==> src/rtl/gap2_pkg.sv <==
// Package gap2_pkg
// Shared recording-mode encoding for the Gap2 timing sequencer.
// Assumes the mode code comes from an already-resolved drive/mode decision.
package gap2_pkg;

    typedef enum logic [1:0] {
        RM_CONV     = 2'b00,
        RM_PERP_500 = 2'b01,
        RM_PERP_1M  = 2'b10,
        RM_SPARE    = 2'b11
    } rec_mode_e;

    // Returns the larger of two byte counts, used to size counters.
    function automatic int unsigned max2(input int unsigned a, input int unsigned b);
        return (a > b) ? a : b;
    endfunction

endpackage

==> src/rtl/gap2_thresh_sel.sv <==
// Module gap2_thresh_sel
// Picks the byte count at which the active level must rise, from the
// recording mode and the operation. Purely combinational.
// Assumes every Gap2 length exceeds both the VCO lead and the in-gap
// write count of its mode, so that no threshold is zero or negative.
module gap2_thresh_sel
    import gap2_pkg::*;
#(
    parameter int unsigned CNT_W          = 6,
    parameter int unsigned CONV_GAP_BYTES = 26,
    parameter int unsigned P500_GAP_BYTES = 26,
    parameter int unsigned P1M_GAP_BYTES  = 45,
    parameter int unsigned VCO_LEAD       = 2,
    parameter int unsigned P500_WR_IN_GAP = 19,
    parameter int unsigned P1M_WR_IN_GAP  = 38
) (
    input  logic [1:0]       mode_i,
    input  logic             write_i,
    output logic [CNT_W-1:0] thr_o
);

    localparam logic [CNT_W-1:0] THR_CONV_RD = CNT_W'(CONV_GAP_BYTES - VCO_LEAD);
    localparam logic [CNT_W-1:0] THR_P500_RD = CNT_W'(P500_GAP_BYTES - VCO_LEAD);
    localparam logic [CNT_W-1:0] THR_P1M_RD  = CNT_W'(P1M_GAP_BYTES  - VCO_LEAD);
    localparam logic [CNT_W-1:0] THR_CONV_WR = CNT_W'(CONV_GAP_BYTES);
    localparam logic [CNT_W-1:0] THR_P500_WR = CNT_W'(P500_GAP_BYTES - P500_WR_IN_GAP);
    localparam logic [CNT_W-1:0] THR_P1M_WR  = CNT_W'(P1M_GAP_BYTES  - P1M_WR_IN_GAP);

    rec_mode_e mode_e;

    // Map the raw code onto the mode type.
    always_comb mode_e = rec_mode_e'(mode_i);

    // Select the threshold for this mode and operation; the spare code acts as conventional.
    always_comb begin
        unique case (mode_e)
            RM_PERP_500: thr_o = write_i ? THR_P500_WR : THR_P500_RD;
            RM_PERP_1M:  thr_o = write_i ? THR_P1M_WR  : THR_P1M_RD;
            default:     thr_o = write_i ? THR_CONV_WR : THR_CONV_RD;
        endcase
    end

endmodule

==> src/rtl/gap2_byte_counter.sv <==
// Module gap2_byte_counter
// Counts byte strobes from a Gap2 start up to a threshold captured at that
// start, and emits a one-cycle hit when the threshold is reached.
// Assumes stop and start are pulses. Stop has priority over start, and
// start has priority over a byte strobe in the same cycle.
module gap2_byte_counter #(
    parameter int unsigned CNT_W = 6
) (
    input  logic             clk,
    input  logic             rst_n,
    input  logic             start_i,
    input  logic             stop_i,
    input  logic             tick_i,
    input  logic [CNT_W-1:0] thr_i,
    output logic             hit_o
);

    logic             active_q;
    logic [CNT_W-1:0] cnt_q;
    logic [CNT_W-1:0] thr_q;
    logic [CNT_W-1:0] cnt_nxt;
    logic             cnting;

    // Next count value and whether this cycle advances the count.
    always_comb begin
        cnt_nxt = cnt_q + CNT_W'(1);
        cnting  = active_q && tick_i && !stop_i && !start_i && (cnt_q != thr_q);
    end

    // Hit when this strobe brings the count onto the threshold.
    assign hit_o = cnting && (cnt_nxt == thr_q);

    // Track the active window, the running count and the captured threshold.
    always_ff @(posedge clk) begin
        if (!rst_n) begin
            active_q <= 1'b0;
            cnt_q    <= '0;
            thr_q    <= '0;
        end else if (stop_i) begin
            active_q <= 1'b0;
            cnt_q    <= '0;
        end else if (start_i) begin
            active_q <= 1'b1;
            cnt_q    <= '0;
            thr_q    <= thr_i;
        end else if (cnting) begin
            cnt_q    <= cnt_nxt;
        end
    end

endmodule

==> src/rtl/gap2_gate_ctrl.sv <==
// Module gap2_gate_ctrl
// Holds the single raised level and steers it to either the VCO enable
// or the write gate, based on the operation captured at the Gap2 start.
// Assumes the hit arrives at most once per field.
module gap2_gate_ctrl (
    input  logic clk,
    input  logic rst_n,
    input  logic start_i,
    input  logic stop_i,
    input  logic write_i,
    input  logic hit_i,
    output logic vco_en_o,
    output logic wr_gate_o
);

    logic on_q;
    logic wr_q;

    // Capture the operation type with each Gap2 start.
    always_ff @(posedge clk) begin
        if (!rst_n) begin
            wr_q <= 1'b0;
        end else if (start_i && !stop_i) begin
            wr_q <= write_i;
        end
    end

    // Raise the level on a hit and drop it on a stop or a restart.
    always_ff @(posedge clk) begin
        if (!rst_n) begin
            on_q <= 1'b0;
        end else if (stop_i || start_i) begin
            on_q <= 1'b0;
        end else if (hit_i) begin
            on_q <= 1'b1;
        end
    end

    // Route the level to the output that matches the operation.
    always_comb begin
        vco_en_o  = on_q && !wr_q;
        wr_gate_o = on_q &&  wr_q;
    end

endmodule

==> src/rtl/gap2_seq.sv <==
// Module gap2_seq (top)
// Times the VCO enable for reads and the write gate for writes across the
// Gap2 field, with a byte count that depends on the recording mode.
// Assumes byte_tick, gap_start, end_field and abort are single-cycle
// pulses that are synchronous to clk.
module gap2_seq
    import gap2_pkg::*;
#(
    parameter int unsigned CONV_GAP_BYTES = 26,
    parameter int unsigned P500_GAP_BYTES = 26,
    parameter int unsigned P1M_GAP_BYTES  = 45,
    parameter int unsigned VCO_LEAD       = 2,
    parameter int unsigned P500_WR_IN_GAP = 19,
    parameter int unsigned P1M_WR_IN_GAP  = 38
) (
    input  logic       clk,
    input  logic       rst_n,
    input  logic       byte_tick,
    input  logic       gap_start,
    input  logic       op_write,
    input  logic [1:0] rec_mode,
    input  logic       end_field,
    input  logic       abort,
    output logic       vco_en,
    output logic       wr_gate
);

    localparam int unsigned MAX_GAP = max2(CONV_GAP_BYTES, max2(P500_GAP_BYTES, P1M_GAP_BYTES));
    localparam int unsigned CNT_W   = $clog2(MAX_GAP + 1);

    logic [CNT_W-1:0] thr;
    logic             hit;
    logic             stop;

    // Either field end or abort terminates the window.
    assign stop = end_field || abort;

    gap2_thresh_sel #(
        .CNT_W          (CNT_W),
        .CONV_GAP_BYTES (CONV_GAP_BYTES),
        .P500_GAP_BYTES (P500_GAP_BYTES),
        .P1M_GAP_BYTES  (P1M_GAP_BYTES),
        .VCO_LEAD       (VCO_LEAD),
        .P500_WR_IN_GAP (P500_WR_IN_GAP),
        .P1M_WR_IN_GAP  (P1M_WR_IN_GAP)
    ) u_sel (
        .mode_i  (rec_mode),
        .write_i (op_write),
        .thr_o   (thr)
    );

    gap2_byte_counter #(
        .CNT_W (CNT_W)
    ) u_cnt (
        .clk     (clk),
        .rst_n   (rst_n),
        .start_i (gap_start),
        .stop_i  (stop),
        .tick_i  (byte_tick),
        .thr_i   (thr),
        .hit_o   (hit)
    );

    gap2_gate_ctrl u_gate (
        .clk       (clk),
        .rst_n     (rst_n),
        .start_i   (gap_start),
        .stop_i    (stop),
        .write_i   (op_write),
        .hit_i     (hit),
        .vco_en_o  (vco_en),
        .wr_gate_o (wr_gate)
    );

endmodule

==> config.mk <==
export PLATFORM = sky130hd
export DESIGN_NAME = gap2_seq
export DESIGN_NICKNAME = d
export VERILOG_FILES = /design/src/rtl/gap2_pkg.sv /design/src/rtl/gap2_thresh_sel.sv /design/src/rtl/gap2_byte_counter.sv /design/src/rtl/gap2_gate_ctrl.sv /design/src/rtl/gap2_seq.sv
export SDC_FILE = /design/constraint.sdc
export NUM_CORES = 1
export LEC_CHECK = 0
export BUFFER_PORTS_ARGS = -buffer_cell sky130_fd_sc_hd__buf_2
export CAP_MARGIN = 20
export CORE_UTILIZATION = 52
export CTS_CLUSTER_SIZE = 10
export DETAILED_ROUTE_END_ITERATION = 12
export PLACE_DENSITY = 0.73
export SLEW_MARGIN = 20
export SYNTH_ARGS = -nofsm -noshare
export SYNTH_HDL_FRONTEND = slang
export SYNTH_SLANG_ARGS = --single-unit
==> constraint.sdc <==
create_clock -name clk -period 4 [get_ports clk]
set_input_delay 0.2 -clock clk [delete_from_list [all_inputs] [get_ports clk]]
set_output_delay 0.2 -clock clk [all_outputs]
set_load 0.01 [all_outputs]
==> metrics.txt, run 1 <==
# TYPE chip_impl_metric gauge
chip_impl_metric{name="core_area",unit="sq mm"} 0.001524
chip_impl_metric{name="clk_latency",unit="ns"} 0.28
chip_impl_metric{name="post_synth_xor_area_fraction",unit=""} 0.1019
chip_impl_metric{name="synth_adder_area_share",unit=""} 0.04367
chip_impl_metric{name="remaining_drcs",unit=""} 0
chip_impl_metric{name="synth_area",unit="sq um"} 859.6
chip_impl_metric{name="clock_sinks",unit=""} 15
chip_impl_metric{name="finalClockSkew",unit="ns"} 0.005323
chip_impl_metric{name="avgSynthCellArea",unit="sq um"} 8.771
chip_impl_metric{name="initial_utilization",unit=""} 0.5640
chip_impl_metric{name="number_of_enable_type_register_cells_in_the_synthesized_netlist",unit=""} 0
chip_impl_metric{name="detail_route.wl_per_cell",unit="microns"} 12.52
chip_impl_metric{name="grt_antenna_before_repair",unit=""} 0
chip_impl_info{name="tritoncts",value="yes"} 1
chip_impl_metric{name="cap_violations",unit=""} 0
chip_impl_info{name="post-synth-top-area-cell",value="sky130_fd_sc_hd__dfxtp_1"} 1
chip_impl_info{name="criticalPathCategory",value="reg -> reg"} 1
chip_impl_metric{name="synth.top_cell.area_share",unit=""} 0.3493
chip_impl_metric{name="diodes",unit=""} 0
chip_impl_metric{name="final.setup.tns",unit="ns"} 0
chip_impl_metric{name="portBuffers",unit=""} 10
chip_impl_metric{name="global_route.usage.total",unit=""} 0.1977
chip_impl_metric{name="period_minus_slack",unit="ns"} 1.724
chip_impl_info{name="ys_top_cells_by_area",value="sky130_fd_sc_hd__dfxtp_1, sky130_fd_sc_hd__xnor2_1, sky130_fd_sc_hd__nor2b_1, sky130_fd_sc_hd__ha_1, sky130_fd_sc_hd__or4_1"} 1
chip_impl_metric{name="synth.ff_latch_count",unit=""} 15
chip_impl_metric{name="layout-drive-gt1-share",unit=""} 0.1389
chip_impl_metric{name="first_global_vias",unit=""} 688
chip_impl_metric{name="die-width",unit="microns"} 42.66
chip_impl_metric{name="finalNetCount",unit=""} 121
chip_impl_metric{name="finalHoldViolCount",unit=""} 0
chip_impl_metric{name="synth_compound_area_frac",unit=""} 0.1601
chip_impl_metric{name="synth-async-reset-ratio",unit=""} 0
chip_impl_metric{name="rows",unit=""} 14
chip_impl_metric{name="place.gp.congestion",unit=""} 0.8403
chip_impl_metric{name="timing.critical_path.arrival",unit="ns"} 1.95
chip_impl_metric{name="vias_per_cell",unit=""} 5.806
chip_impl_metric{name="power.density_cell_area",unit="mW/mm^2"} 284.0
chip_impl_info{name="synth-main-ff-cell",value="sky130_fd_sc_hd__dfxtp_1"} 1
chip_impl_metric{name="pin_count_of_the_biggest_net_entering_global_routing",unit=""} 14
chip_impl_metric{name="detail_route.iter0.violations",unit=""} 4
chip_impl_info{name="grt_setup_unrepaired",value="false"} 1
chip_impl_metric{name="max-clock-path-buffers",unit=""} 2
chip_impl_metric{name="synth_seq_area_share",unit=""} 0.3493
chip_impl_metric{name="die_h",unit="microns"} 42.66
chip_impl_metric{name="post_synthesis_simple_gate_area_fraction",unit=""} 0.2766
chip_impl_metric{name="slew-limit-headroom",unit=""} 0.6743
chip_impl_info{name="hold_path.class",value="in -> reg"} 1
chip_impl_metric{name="syn_inst",unit=""} 98
chip_impl_metric{name="synth.net_count",unit=""} 110
chip_impl_info{name="clock_tree.root_cell",value="sky130_fd_sc_hd__clkbuf_4"} 1
chip_impl_metric{name="timing.fmax",unit="MHz"} 580.2
chip_impl_metric{name="drt-pass1-iter-count",unit=""} 4
chip_impl_metric{name="cp_max_fo",unit=""} 8
chip_impl_metric{name="synthToLayoutAreaGrowth",unit="%"} 8.443
chip_impl_metric{name="report.final.slew_viol_count",unit=""} 0
chip_impl_metric{name="vias",unit=""} 720
chip_impl_metric{name="synth_cell_type_count",unit=""} 32
chip_impl_metric{name="cts_post_setup_buffers_inserted",unit=""} 0
chip_impl_metric{name="cts_inserted_buffers",unit=""} 3
chip_impl_metric{name="cts_resized",unit=""} 0
chip_impl_metric{name="timing.final.crit_share",unit=""} 0.4309
chip_impl_metric{name="synthMuxAreaShare",unit=""} 0.02329
chip_impl_metric{name="htreeDepth",unit=""} 1
chip_impl_info{name="status",value="finished clean"} 1
chip_impl_metric{name="ys_warn_count",unit=""} 0
chip_impl_metric{name="grt_pass1_wl",unit="mm"} 2.725
chip_impl_metric{name="floorplan.io_pins",unit=""} 11
chip_impl_metric{name="overflow_left_after_global_routing",unit=""} 0
chip_impl_metric{name="nFillCells",unit=""} 146
chip_impl_metric{name="setup_viol",unit=""} 0
chip_impl_metric{name="peakVddDrop",unit="uV"} 164.7
chip_impl_metric{name="final_antenna_net_count",unit=""} 0
chip_impl_info{name="worstSetupEndpointType",value="flip-flop"} 1
chip_impl_metric{name="cts_hold_buffers",unit=""} 0
chip_impl_info{name="critical_path.startpoint_type",value="flip-flop"} 1
chip_impl_metric{name="clk_pin_slew_worst_paths",unit="ns"} 0.09
chip_impl_metric{name="route.final.wire_length",unit="mm"} 1.553
chip_impl_metric{name="p_total",unit="mW"} 0.2647
chip_impl_metric{name="worst_slew_pin_slew",unit="ns"} 0.4885
chip_impl_metric{name="die-area",unit="sq mm"} 0.001819
chip_impl_metric{name="total_leakage_power",unit="nW"} 0.3901
chip_impl_metric{name="cp.required",unit="ns"} 4.23
chip_impl_info{name="synth_top_family_by_area",value="simple AND/OR/NAND/NOR gates"} 1
## worst max-delay path, cell delays in order (launching register included)
cell	delay [ns]
sky130_fd_sc_hd__dfxtp_1	0.46
sky130_fd_sc_hd__nand3_1	0.18
sky130_fd_sc_hd__xor2_1	0.17
sky130_fd_sc_hd__or4_1	0.52
sky130_fd_sc_hd__nor3_1	0.20
sky130_fd_sc_hd__a22o_1	0.15
## sequential cells by signal, summed over array words and instances, names as in the netlist
register	count
u_cnt.thr_q	6
u_gate.on_q	1
u_cnt.cnt_q	6
u_cnt.active_q	1
u_gate.wr_q	1
## layout make-up
type / count / area (sq um) / share of cell area
Clock buffer: 4 / 26.28 / 0.02819
Sequential cell: 15 / 300.3 / 0.3221
Timing Repair Buffer: 10 / 50.05 / 0.05369
Inverter: 4 / 15.01 / 0.01611
Multi-Input combinational cell: 75 / 520.5 / 0.5584
Tap cell: 16 / 20.02 / 0.02148
## through the flow
stage / utilization / cells / instance area (sq um) / worst slack (ns) / hold slack [ns]
6_report: 0.6117 / 124 / 932.1 / 2.276 / 0.2012
5_1_grt: 0.6117 / 124 / 932.1 / 2.099 / 0.2037
4_1_cts: 0.6117 / 124 / 932.1 / 2.274 / 0.1907
3_3_place_gp: 0.5944 / 120 / 905.9 / 2.324 / 0.4872
2_1_floorplan: - / 98 / 859.6 / 2.447 / 0.3378
3_5_place_dp: 0.5944 / 120 / 905.9 / 2.294 / 0.4918
## synthesized netlist by cell type, types with 2 or more instances
master                     count
sky130_fd_sc_hd__dfxtp_1      15
sky130_fd_sc_hd__nand2_1       8
sky130_fd_sc_hd__nor2b_1       7
sky130_fd_sc_hd__a21oi_1       6
sky130_fd_sc_hd__nor2_1        6
sky130_fd_sc_hd__xnor2_1       6
sky130_fd_sc_hd__or4_1         5
sky130_fd_sc_hd__inv_1         4
sky130_fd_sc_hd__o211ai_1      4
sky130_fd_sc_hd__xor2_1        4
sky130_fd_sc_hd__and2_1        3
sky130_fd_sc_hd__ha_1          3
sky130_fd_sc_hd__nand3_1       3
sky130_fd_sc_hd__clkbuf_1      2
sky130_fd_sc_hd__mux2i_1       2
sky130_fd_sc_hd__nor3_1        2
sky130_fd_sc_hd__nor4b_1       2
sky130_fd_sc_hd__o21ai_0       2
## final timing paths
kind                                from                           to  slack, ns  depth (start not counted)
max          u_cnt.cnt_q[2]$_SDFFE_PP0P_     u_gate.on_q$_SDFFE_PP0P_       2.28                          5
min                            gap_start  u_cnt.active_q$_SDFFE_PP0P_       0.20                          2
max reg2reg  u_cnt.cnt_q[2]$_SDFFE_PP0P_     u_gate.on_q$_SDFFE_PP0P_       2.28                          5
min reg2reg  u_cnt.cnt_q[5]$_SDFFE_PP0P_  u_cnt.cnt_q[5]$_SDFFE_PP0P_       0.50                          2
## cells in the final DEF, fill, tap and decap left out
cell / count
sky130_fd_sc_hd__a21oi_1: 6
sky130_fd_sc_hd__nor3_4: 1
sky130_fd_sc_hd__nor2b_1: 7
sky130_fd_sc_hd__o211a_1: 1
sky130_fd_sc_hd__ha_1: 3
sky130_fd_sc_hd__xor2_1: 4
sky130_fd_sc_hd__nor4b_1: 2
sky130_fd_sc_hd__and3_1: 1
sky130_fd_sc_hd__nand2_1: 8
sky130_fd_sc_hd__clkbuf_4: 3
sky130_fd_sc_hd__a22o_1: 1
sky130_fd_sc_hd__nor2_1: 6
sky130_fd_sc_hd__xnor2_1: 6
sky130_fd_sc_hd__mux2i_1: 2
sky130_fd_sc_hd__o21ai_0: 2
sky130_fd_sc_hd__nand3_1: 3
sky130_fd_sc_hd__o221ai_1: 1
sky130_fd_sc_hd__clkbuf_1: 1
sky130_fd_sc_hd__o211ai_1: 4
sky130_fd_sc_hd__nor3b_1: 1
sky130_fd_sc_hd__nand2b_1: 1
sky130_fd_sc_hd__or4_1: 5
sky130_fd_sc_hd__nand4_1: 1
sky130_fd_sc_hd__o31ai_1: 1
sky130_fd_sc_hd__buf_2: 10
sky130_fd_sc_hd__and2_1: 3
sky130_fd_sc_hd__nor3_1: 2
sky130_fd_sc_hd__o2111ai_2: 1
sky130_fd_sc_hd__inv_1: 4
sky130_fd_sc_hd__a211oi_1: 1
sky130_fd_sc_hd__o311a_1: 1
sky130_fd_sc_hd__dfxtp_1: 15
## kinds of logic after synthesis
group                      after synthesis
adders and majority gates                3
muxes                                    2
buffers and inverters                    8
AOI/OAI and AO/OA                       19
DFF                                     15
and+or+nand+nor                         41
xor gates and xnor gates                10
## per-layer routing
metal / global-route usage / vias up / wire [microns]
li1: - / 379 / -
met1: 0.2407 / 329 / 744
met2: 0.3212 / 10 / 747
met3: 0.02553 / 2 / 42
met4: 0.1313 / 0 / 18
met5: 0 / - / 0
## where the power goes
| part | internal [mW] | leakage [nW] | switching (mW) |
|---|---|---|---|
| Clock | 0.0386 | 0.0150 | 0.0454 |
| Combinational | 0.0121 | 0.254 | 0.0151 |
| Sequential | 0.152 | 0.121 | 0.00195 |
(Power assumes the default switching activity.)
==> inputs of run 2 (changes only) <==
CORE_UTILIZATION = 49   (was 52)
PLACE_DENSITY = 0.72   (was 0.73)
clock period = 1.4 ns   (was 4 ns; I/O delays follow)
==> run 2 against run 1 <==
Effect of this change: the flow now finishes with violations (setup timing); critical endpoint is now u_cnt.cnt_q[5]$_SDFFE_PP0P_; worst hold slack lost 0.12 ns; largest power group unchanged; first-iteration DRC count grew to 4.8 times the previous value; final cell count rose by 15%; sequential share of layout area shrank 6.0 points.
==> metrics.txt, run 2 (synthesis results as in run 1) <==
# TYPE chip_impl_metric gauge
chip_impl_metric{name="clk_pin_slew_worst_paths",unit="ns"} 0.09
chip_impl_metric{name="nFillCells",unit=""} 119
chip_impl_metric{name="report.final.slew_viol_count",unit=""} 0
chip_impl_metric{name="htreeDepth",unit=""} 1
chip_impl_info{name="worstSetupEndpointType",value="flip-flop"} 1
chip_impl_metric{name="final.setup.tns",unit="ns"} -0.8534
chip_impl_metric{name="layout-drive-gt1-share",unit=""} 0.3968
chip_impl_metric{name="detail_route.wl_per_cell",unit="microns"} 16.36
chip_impl_metric{name="period_minus_slack",unit="ns"} 1.569
chip_impl_info{name="layout.cells.most_common",value="sky130_fd_sc_hd__buf_4"} 1
chip_impl_metric{name="overflow_left_after_global_routing",unit=""} 0
chip_impl_metric{name="finalHoldViolCount",unit=""} 0
chip_impl_metric{name="die-area",unit="sq mm"} 0.001926
chip_impl_metric{name="detail_route.iter0.violations",unit=""} 19
chip_impl_metric{name="dp_hpwl",unit="mm"} 1.396
chip_impl_metric{name="place.gp.congestion",unit=""} 0.8275
chip_impl_info{name="clock_tree.root_cell",value="sky130_fd_sc_hd__clkbuf_4"} 1
chip_impl_metric{name="finalClockSkew",unit="ns"} 0.008099
chip_impl_metric{name="die-width",unit="microns"} 43.89
chip_impl_metric{name="floorplan.io_pins",unit=""} 11
chip_impl_metric{name="critical_path.max_stage_delay",unit="ns"} 0.55
chip_impl_metric{name="part_of_the_total_power_dissipated_in_sequential_elements",unit=""} 0.548
chip_impl_metric{name="pin_count_of_the_biggest_net_entering_global_routing",unit=""} 14
chip_impl_info{name="grt_setup_unrepaired",value="true"} 1
chip_impl_metric{name="finalNetCount",unit=""} 139
chip_impl_metric{name="cp_max_fo",unit=""} 5
chip_impl_metric{name="global_route.usage.total",unit=""} 0.2802
chip_impl_metric{name="internal_power",unit="mW"} 0.5899
chip_impl_metric{name="remaining_drcs",unit=""} 0
chip_impl_metric{name="clock_sinks",unit=""} 15
chip_impl_metric{name="p_comb_frac",unit=""} 0.137
chip_impl_info{name="largestRegisters",value="u_cnt.cnt_q x6, u_cnt.thr_q x6"} 1
chip_impl_metric{name="timing.final.crit_share",unit=""} 1.121
chip_impl_metric{name="switchingPower",unit="mW"} 0.2078
chip_impl_info{name="status",value="complete, but fails checks"} 1
chip_impl_metric{name="instances_no_fill",unit=""} 142
chip_impl_metric{name="rrSetupSlack",unit="ns"} -0.17
chip_impl_metric{name="timing.fmax",unit="MHz"} 637.2
chip_impl_metric{name="p_sw_frac",unit=""} 0.2605
chip_impl_metric{name="grt_antenna_before_repair",unit=""} 0
chip_impl_metric{name="clk_latency",unit="ns"} 0.29
chip_impl_metric{name="power.density_cell_area",unit="mW/mm^2"} 669.7
chip_impl_metric{name="p_total",unit="mW"} 0.7977
chip_impl_metric{name="first_global_vias",unit=""} 879
chip_impl_metric{name="cap_violations",unit=""} 0
chip_impl_metric{name="diodes",unit=""} 0
chip_impl_metric{name="final_antenna_net_count",unit=""} 0
chip_impl_info{name="hold_path.class",value="in -> reg"} 1
chip_impl_metric{name="synthToLayoutAreaGrowth",unit="%"} 38.57
chip_impl_metric{name="die_h",unit="microns"} 43.89
chip_impl_info{name="crit_path_top_delay_cell",value="sky130_fd_sc_hd__or4_1"} 1
chip_impl_metric{name="setup_viol",unit=""} 7
chip_impl_info{name="series_of_cell_instances_along_the_critical_path",value="xnor2_2, nand4_1, buf_6, o2111ai_4, or4_1, nand2_1"} 1
chip_impl_metric{name="postLayoutSetupSlackWorst",unit="ns"} -0.1692
chip_impl_info{name="tritoncts",value="yes"} 1
chip_impl_metric{name="placed_cells_incl_taps",unit=""} 132
chip_impl_metric{name="drt-pass1-iter-count",unit=""} 4
chip_impl_metric{name="preCtsSetupSlack",unit="ns"} -0.2308
chip_impl_metric{name="vias_per_cell",unit=""} 6.028
chip_impl_info{name="violations",value="setup timing"} 1
chip_impl_metric{name="share_clk_of_total_power",unit=""} 0.316
chip_impl_metric{name="max-clock-path-buffers",unit=""} 2
chip_impl_metric{name="route.final.wire_length",unit="mm"} 2.323
chip_impl_metric{name="rows",unit=""} 14
chip_impl_info{name="layout.cells.most_common_list",value="sky130_fd_sc_hd__buf_4, sky130_fd_sc_hd__buf_2, sky130_fd_sc_hd__dfxtp_1"} 1
chip_impl_info{name="critical_path.startpoint_type",value="flip-flop"} 1
chip_impl_metric{name="peakVddDrop",unit="uV"} 543.4
chip_impl_metric{name="slew-limit-headroom",unit=""} 0.7252
chip_impl_metric{name="portBuffers",unit=""} 10
chip_impl_metric{name="cp.required",unit="ns"} 1.64
chip_impl_metric{name="core_area",unit="sq mm"} 0.001577
chip_impl_metric{name="timing.critical_path.arrival",unit="ns"} 1.81
chip_impl_metric{name="vias",unit=""} 856
chip_impl_metric{name="initial_utilization",unit=""} 0.5452
chip_impl_metric{name="grt_pass1_wl",unit="mm"} 3.946
chip_impl_metric{name="worst_slew_pin_slew",unit="ns"} 0.4112
chip_impl_info{name="criticalPathCategory",value="reg -> reg"} 1
chip_impl_metric{name="cts_inserted_buffers",unit=""} 3
chip_impl_metric{name="total_leakage_power",unit="nW"} 0.4819
-- run 2: cell types whose count changed in the layout (fill, tap and decap cells not counted), sizes merged --
cell / delta
buf: +17
o2111ai: +1
-- run 2: timing repair --
item,CTS,global route
cloned,1,0
pin swaps,4,9
endpoints found under the setup margin,7,7
resized for setup,8,11
buffers inserted,4,1
hold buffers,0,0
-- run 2: critical path, delay by kind of cell, from the launching register on --
family	cells	cell delay [ns]
AOI/OAI and AO/OA	1	0.16
xor gates and xnor gates	1	0.15
buffers and inverters	1	0.13
DFF	1	0.35
and+or+nand+nor	3	0.74
-- run 2: area by class of cell --
| type | count | area [sq um] | share of cell area |
|---|---|---|---|
| inverters | 4 | 15.01 | 0.01261 |
| multi-input cells | 76 | 631.9 | 0.5305 |
| repair buffers | 27 | 185.2 | 0.1555 |
| flip-flops and latches | 15 | 312.8 | 0.2626 |
| well taps | 16 | 20.02 | 0.01681 |
| clock buffers | 4 | 26.28 | 0.02206 |
-- run 2: metal layers --
layer	track usage	wire, microns
met5	0	0
met4	0.1697	63
met3	0.05000	41
met2	0.4567	1131
met1	0.3418	1087
-- run 2: per-stage QoR --
stage | hold slack, ns | utilization | instance area (sq um)
after global placement | 0.3521 | 0.6444 | 1016
final | 0.08546 | 0.7556 | 1191
after floorplan | 0.2078 | - | 885.9
after CTS | 0.07275 | 0.7183 | 1132
after global routing | 0.08838 | 0.7556 | 1191
after detailed placement | 0.3569 | 0.6444 | 1016
-- run 2: final timing paths --
kind | start | endpoint | cells after the start
min | gap_start | u_cnt.active_q$_SDFFE_PP0P_ | 2
min reg2reg | u_gate.on_q$_SDFFE_PP0P_ | u_gate.on_q$_SDFFE_PP0P_ | 1
max reg2reg | u_cnt.cnt_q[3]$_SDFFE_PP0P_ | u_cnt.cnt_q[5]$_SDFFE_PP0P_ | 6
max | u_cnt.cnt_q[3]$_SDFFE_PP0P_ | u_cnt.cnt_q[5]$_SDFFE_PP0P_ | 6
-- run 2: power by group through the flow --
stage | clock, mW | combinational (mW) | sequential (mW)
6_report | 0.252 | 0.109 | 0.437
5_1_grt | 0.277 | 0.121 | 0.438
4_1_cts | 0.255 | 0.0962 | 0.435
3_5_place_dp | 0 | 0.0876 | 0.448
3_3_place_gp | 0 | 0.0853 | 0.448
2_1_floorplan | 0 | 0.0529 | 0.447
